[config.mk]
export PLATFORM = sky130hd
export DESIGN_NAME = traffic_phase_ctrl
export DESIGN_NICKNAME = d
export VERILOG_FILES = /design/src/rtl/tlc_pkg.sv /design/src/rtl/tlc_dwell_timer.sv /design/src/rtl/tlc_sequencer.sv /design/src/rtl/tlc_lamp_decode.sv /design/src/rtl/traffic_phase_ctrl.sv
export SDC_FILE = /design/constraint.sdc
export NUM_CORES = 1
export LEC_CHECK = 0
export BUFFER_PORTS_ARGS = -buffer_cell sky130_fd_sc_hd__buf_4
export CAP_MARGIN = 10
export CORE_AREA = 2 2 39 41
export CTS_CLUSTER_SIZE = 25
export DETAILED_ROUTE_END_ITERATION = 6
export DIE_AREA = 0 0 41 43
export PLACE_DENSITY = 0.52
export SKIP_LAST_GASP = 1
export SYNTH_ARGS = -nofsm -noshare
export SYNTH_HDL_FRONTEND = slang
export SYNTH_HIERARCHICAL = 1
export SYNTH_SLANG_ARGS = --single-unit
export TNS_END_PERCENT = 10
[constraint.sdc]
create_clock -name clk -period 2.3 [get_ports clk]
set_input_delay 0.23 -clock clk [delete_from_list [all_inputs] [get_ports clk]]
set_output_delay 0.23 -clock clk [all_outputs]
set_load 0.05 [all_outputs]
[src/rtl/tlc_pkg.sv]
package tlc_pkg;

    typedef enum logic [1:0] {
        PH_NS_GO   = 2'b00,
        PH_NS_WARN = 2'b01,
        PH_EW_GO   = 2'b10,
        PH_EW_WARN = 2'b11
    } phase_t;

    typedef struct packed {
        logic green;
        logic yellow;
        logic red;
    } lamp_t;

    localparam lamp_t LAMP_GO   = '{green: 1'b1, yellow: 1'b0, red: 1'b0};
    localparam lamp_t LAMP_WARN = '{green: 1'b0, yellow: 1'b1, red: 1'b0};
    localparam lamp_t LAMP_STOP = '{green: 1'b0, yellow: 1'b0, red: 1'b1};

endpackage

[src/rtl/tlc_dwell_timer.sv]
module tlc_dwell_timer #(
    parameter int SHORT_SECS = 15,
    parameter int LONG_SECS  = 45,
    parameter int CNT_W      = $clog2(LONG_SECS + 1)
) (
    input  logic             clk,
    input  logic             rst,
    input  logic             tick,
    input  logic             restart,
    output logic [CNT_W-1:0] count,
    output logic             alarm_short,
    output logic             alarm_long
);

    localparam logic [CNT_W-1:0] SHORT_C = CNT_W'(SHORT_SECS);
    localparam logic [CNT_W-1:0] LONG_C  = CNT_W'(LONG_SECS);

    // Saturating seconds counter; restart has priority over a tick.
    always_ff @(posedge clk) begin
        if (rst || restart) begin
            count <= '0;
        end else if (tick && (count != LONG_C)) begin
            count <= count + 1'b1;
        end
    end

    // Level alarms: held until the next restart.
    always_comb begin
        alarm_short = (count >= SHORT_C);
        alarm_long  = (count >= LONG_C);
    end

endmodule

[src/rtl/tlc_sequencer.sv]
module tlc_sequencer
    import tlc_pkg::*;
(
    input  logic   clk,
    input  logic   rst,
    input  logic   alarm_short,
    input  logic   alarm_long,
    output phase_t phase,
    output logic   restart
);

    phase_t phase_next;

    // State register
    always_ff @(posedge clk) begin
        if (rst) begin
            phase <= PH_NS_GO;
        end else begin
            phase <= phase_next;
        end
    end

    // Next-state logic
    always_comb begin
        phase_next = phase;
        unique case (phase)
            PH_NS_GO:   if (alarm_long)  phase_next = PH_NS_WARN;
            PH_NS_WARN: if (alarm_short) phase_next = PH_EW_GO;
            PH_EW_GO:   if (alarm_long)  phase_next = PH_EW_WARN;
            PH_EW_WARN: if (alarm_short) phase_next = PH_NS_GO;
            default:                     phase_next = PH_NS_GO;
        endcase
    end

    // Output logic: timer start on every transition
    always_comb begin
        restart = (phase_next != phase);
    end

endmodule

[src/rtl/tlc_lamp_decode.sv]
module tlc_lamp_decode
    import tlc_pkg::*;
(
    input  phase_t phase,
    output lamp_t  ns_lamp,
    output lamp_t  ew_lamp
);

    always_comb begin
        ns_lamp = LAMP_STOP;
        ew_lamp = LAMP_STOP;
        unique case (phase)
            PH_NS_GO:   ns_lamp = LAMP_GO;
            PH_NS_WARN: ns_lamp = LAMP_WARN;
            PH_EW_GO:   ew_lamp = LAMP_GO;
            PH_EW_WARN: ew_lamp = LAMP_WARN;
            default: begin
                ns_lamp = LAMP_STOP;
                ew_lamp = LAMP_STOP;
            end
        endcase
    end

endmodule

[src/rtl/traffic_phase_ctrl.sv]
module traffic_phase_ctrl
    import tlc_pkg::*;
#(
    parameter int GREEN_SECS  = 45,
    parameter int YELLOW_SECS = 15
) (
    input  logic clk,
    input  logic rst,
    input  logic sec_tick,
    output logic ns_green,
    output logic ns_yellow,
    output logic ns_red,
    output logic ew_green,
    output logic ew_yellow,
    output logic ew_red
);

    localparam int CNT_W = $clog2(GREEN_SECS + 1);

    phase_t           phase_q;
    logic             timer_restart;
    logic             alarm_short;
    logic             alarm_long;
    logic [CNT_W-1:0] dwell_cnt;
    lamp_t            ns_lamp;
    lamp_t            ew_lamp;

    tlc_dwell_timer #(
        .SHORT_SECS (YELLOW_SECS),
        .LONG_SECS  (GREEN_SECS),
        .CNT_W      (CNT_W)
    ) u_timer (
        .clk         (clk),
        .rst         (rst),
        .tick        (sec_tick),
        .restart     (timer_restart),
        .count       (dwell_cnt),
        .alarm_short (alarm_short),
        .alarm_long  (alarm_long)
    );

    tlc_sequencer u_seq (
        .clk         (clk),
        .rst         (rst),
        .alarm_short (alarm_short),
        .alarm_long  (alarm_long),
        .phase       (phase_q),
        .restart     (timer_restart)
    );

    tlc_lamp_decode u_dec (
        .phase   (phase_q),
        .ns_lamp (ns_lamp),
        .ew_lamp (ew_lamp)
    );

    assign ns_green  = ns_lamp.green;
    assign ns_yellow = ns_lamp.yellow;
    assign ns_red    = ns_lamp.red;
    assign ew_green  = ew_lamp.green;
    assign ew_yellow = ew_lamp.yellow;
    assign ew_red    = ew_lamp.red;

endmodule

==> flow_summary_export.csv <==
group,metric,value,unit
detailed_routing,wl_met3,17,um
timing,finalMaxSlewViolations,0,
timing,clock-skew-final,0.00179,ns
detailed_routing,drt-wirelength-per-cell,10.7,um
die,core_area,0.00138,mm^2
pwr,switchingPower,0.0000639,W
die,ios,9,
detailed_routing,ant_nets,0,
synthesis,yosysSeqAreaShare,33.9,%
pwr,power_frac_clock,38.2,%
die,die_width,41,um
run,maxCapViolations,0,
worst_hold_path,min_path_type,"input pin to flip-flop",
cts,clkTransAtPathRegs,0.05,ns
global_routing,antenna_found_initial,0,
synthesis,synthCells,59,
pwr,total_leakage_power,0.243,nW
synthesis,synth_seq_cells,8,
synthesis,synth_area_per_cell,8.02,um^2
timing,tightest_slew,0.333,ns
timing,relSlewSlack,77.7,%
synthesis,yosys.area.top_type_share,33.9,%
detailed_routing,vias_per_cell,4.87,
detailed_routing,wl_met1,435,um
critical_path,arrival,2.06,ns
critical_path,max_stage_delay,0.40,ns
timing,max_freq,0.533,GHz
critical_path,crit_fanout,6,
synthesis,syn_area,473,um^2
finish,fin_nets,77,
die,die_area,0.00176,mm^2
global_routing,grt_pass1_wl,1630,um
detailed_routing,wirelength,913,um
detailed_routing,met2_length,443,um
finish,n_fill_cell,140,
placement,hpwl,711,um
cts,clk_latency,0.25,ns
finish,fin_area,572,um^2
placement,placed_area,549,um^2
cts,cts_max_level,1,
placement,numPortBuffers,8,
cts,cts-resized-gates,0,
finish,layout-drive-gt1-share,21.7,%
detailed_routing,dr.pass1.iters,6,
global_routing,grt_use_total,14.5,%
placement,dp.cells,82,
timing,min_period,1.88,ns
finish,syn_to_final_growth,20.9,%
cts,root_buffer,"clkbuf_4",
timing,tns,0,ns
synthesis,synthTopCellsByArea,"dfxtp_1, ha_1, a21oi_1, inv_1, nand2_1",
cts,cts.sinks,8,
pwr,seqPwrFrac,53.3,%
detailed_routing,top_layer_used,"met4",
die,die_h,43,um
critical_path,cp-start-kind,"flip-flop",
placement,gp_congestion,0.784,
timing,fin_ws,0.423,ns
cts,cts_max_path_buffers,2,
critical_path,crit_type,"flip-flop to flip-flop",
cts,numCtsBuffers,3,
cts,hold_buffers,0,
detailed_routing,via_count,414,
finish,final_cells,85,
outcome,status,"completed",
pwr,p_per_area,483,mW/mm^2
pwr,combPwrFrac,8.5,%
placement,dpl_worst_slack,0.435,ns
timing,finalCritPeriodShare,81.6,%
finish,final_util,41.3,%
timing,finalHoldViolCount,0,
detailed_routing,drc,0,
synthesis,yosysTopAreaCell,"dfxtp_1",
global_routing,grt_overflow_total,0,
die,rows,14,
global_routing,grt_pass1_vias,371,
timing,rsz0062_at_grt,"false",
critical_path,r2r_setup_slack,0.42,ns
critical_path,slowest_stage,"a311o_2",
cts,tritoncts,"yes",
detailed_routing,drtIter0Drc,6,
critical_path,required,2.48,ns
timing,setup_violations,0,
synthesis,yosys_warnings,6,
die,start_util,34.2,%
finish,n_antenna_cell,0,
critical_path,end_kind,"flip-flop",
global_routing,grt_max_degree,9,
pwr,peakVddDrop,397,uV
cts,post-cts-setup-buffer-count,0,
pwr,switching_share,23.1,%
pwr,p_int,0.000212,W
synthesis,synth_nets,65,
synthesis,ys_types,25,
critical_path,crit_chain,"ha_1 > a311o_2 > mux2_2 > or2_2 > nor3_1",
==> registers in the layout (all words and copies together) (netlist names) <==
register,flops
u_seq/phase,2
u_timer/count,6
==> Yosys cell counts <==
cell type  number
mux2_2          1
nand3_1         3
nand2_1         6
nor2b_1         2
mux2_4          1
a311o_2         1
or4_1           1
or2_2           1
nor2_1          4
and2_1          2
inv_1           6
a21oi_1         5
clkbuf_1        1
ha_1            3
o21a_1          1
o21ai_0         2
mux2i_1         2
nor3_1          3
a31oi_1         1
and2b_1         1
dfxtp_1         8
a211oi_1        1
or3_1           1
nand4_1         1
and3b_1         1
==> placed cells by master, fill, tap and decap left out <==
| master | count |
|---|---|
| mux2_2 | 1 |
| or3_1 | 1 |
| nor2b_1 | 2 |
| clkbuf_4 | 3 |
| inv_1 | 6 |
| o21a_1 | 1 |
| and2b_1 | 1 |
| a311o_2 | 1 |
| a21oi_1 | 5 |
| o21ai_0 | 2 |
| or2_2 | 1 |
| nor3_1 | 3 |
| mux2i_1 | 2 |
| ha_1 | 3 |
| dfxtp_1 | 8 |
| nand2_1 | 6 |
| nand3_1 | 3 |
| a31oi_1 | 1 |
| and3b_1 | 1 |
| a211oi_1 | 1 |
| nor2_1 | 4 |
| mux2_4 | 1 |
| buf_4 | 8 |
| and2_1 | 2 |
| nand4_1 | 1 |
| or4_1 | 1 |
==> power by group through the flow <==
stage	sequential (W)	combinational (W)	clock (W)
after floorplan	0.000149	0.0000154	0
after global placement	0.000150	0.0000233	0
after detailed placement	0.000150	0.0000234	0
after CTS	0.000147	0.0000236	0.000110
after global routing	0.000148	0.0000277	0.000117
final	0.000147	0.0000234	0.000106
==> kinds of logic (layout without fill, tap and decap cells) <==
family / Yosys count / in the layout / share of synthesized area (%)
AND/OR/NAND/NOR: 26 / 26 / 28.6
AO/OA/AOI/OAI: 11 / 11 / 14.3
flip-flops: 8 / 8 / 33.9
buffers and inverters: 7 / 17 / 5.55
multiplexers: 4 / 4 / 9.79
adder cells (fa/ha/maj): 3 / 3 / 7.94
==> metrics by stage <==
step           hold slack [ns]  total power [W]
6_report                 0.177         0.000276
5_1_grt                  0.181         0.000293
4_1_cts                  0.175         0.000281
3_5_place_dp             0.444         0.000174
3_3_place_gp             0.440         0.000173
2_1_floorplan            0.309         0.000164
==> layout make-up <==
cell class              count  area [um^2]  share of cell area, %
well taps                  16         20.0                   3.50
repair buffers              8         60.1                   10.5
multi-input cells          44          287                   50.1
inverters                   6         22.5                   3.94
flip-flops and latches      8          160                   28.0
clock buffers               3         22.5                   3.94
==> critical path: cells and delay by family, from the launching register on <==
kind / cells / cell delay, ns
AO/OA/AOI/OAI: 1 / 0.40
adder cells (fa/ha/maj): 1 / 0.26
flip-flops: 1 / 0.36
multiplexers: 1 / 0.27
AND/OR/NAND/NOR: 2 / 0.52
==> worst paths after layout <==
| path | startpoint | end | cells past startpoint |
|---|---|---|---|
| worst max register to register | u_timer/count[0] | u_timer/count[2] | 5 |
| worst min-delay path | rst | u_seq/phase[0] | 2 |
| worst min register to register | u_timer/count[1] | u_timer/count[1] | 2 |
| worst max-delay path | u_timer/count[0] | u_timer/count[2] | 5 |
==> layer usage <==
| layer | global-route usage [%] | vias up |
|---|---|---|
| li1 | - | 226 |
| met1 | 19.7 | 181 |
| met2 | 17.5 | 5 |
| met3 | 4.71 | 2 |
| met4 | 12.0 | 0 |
| met5 | 0 | - |
Note: power is estimated with default switching activity, not from simulation.
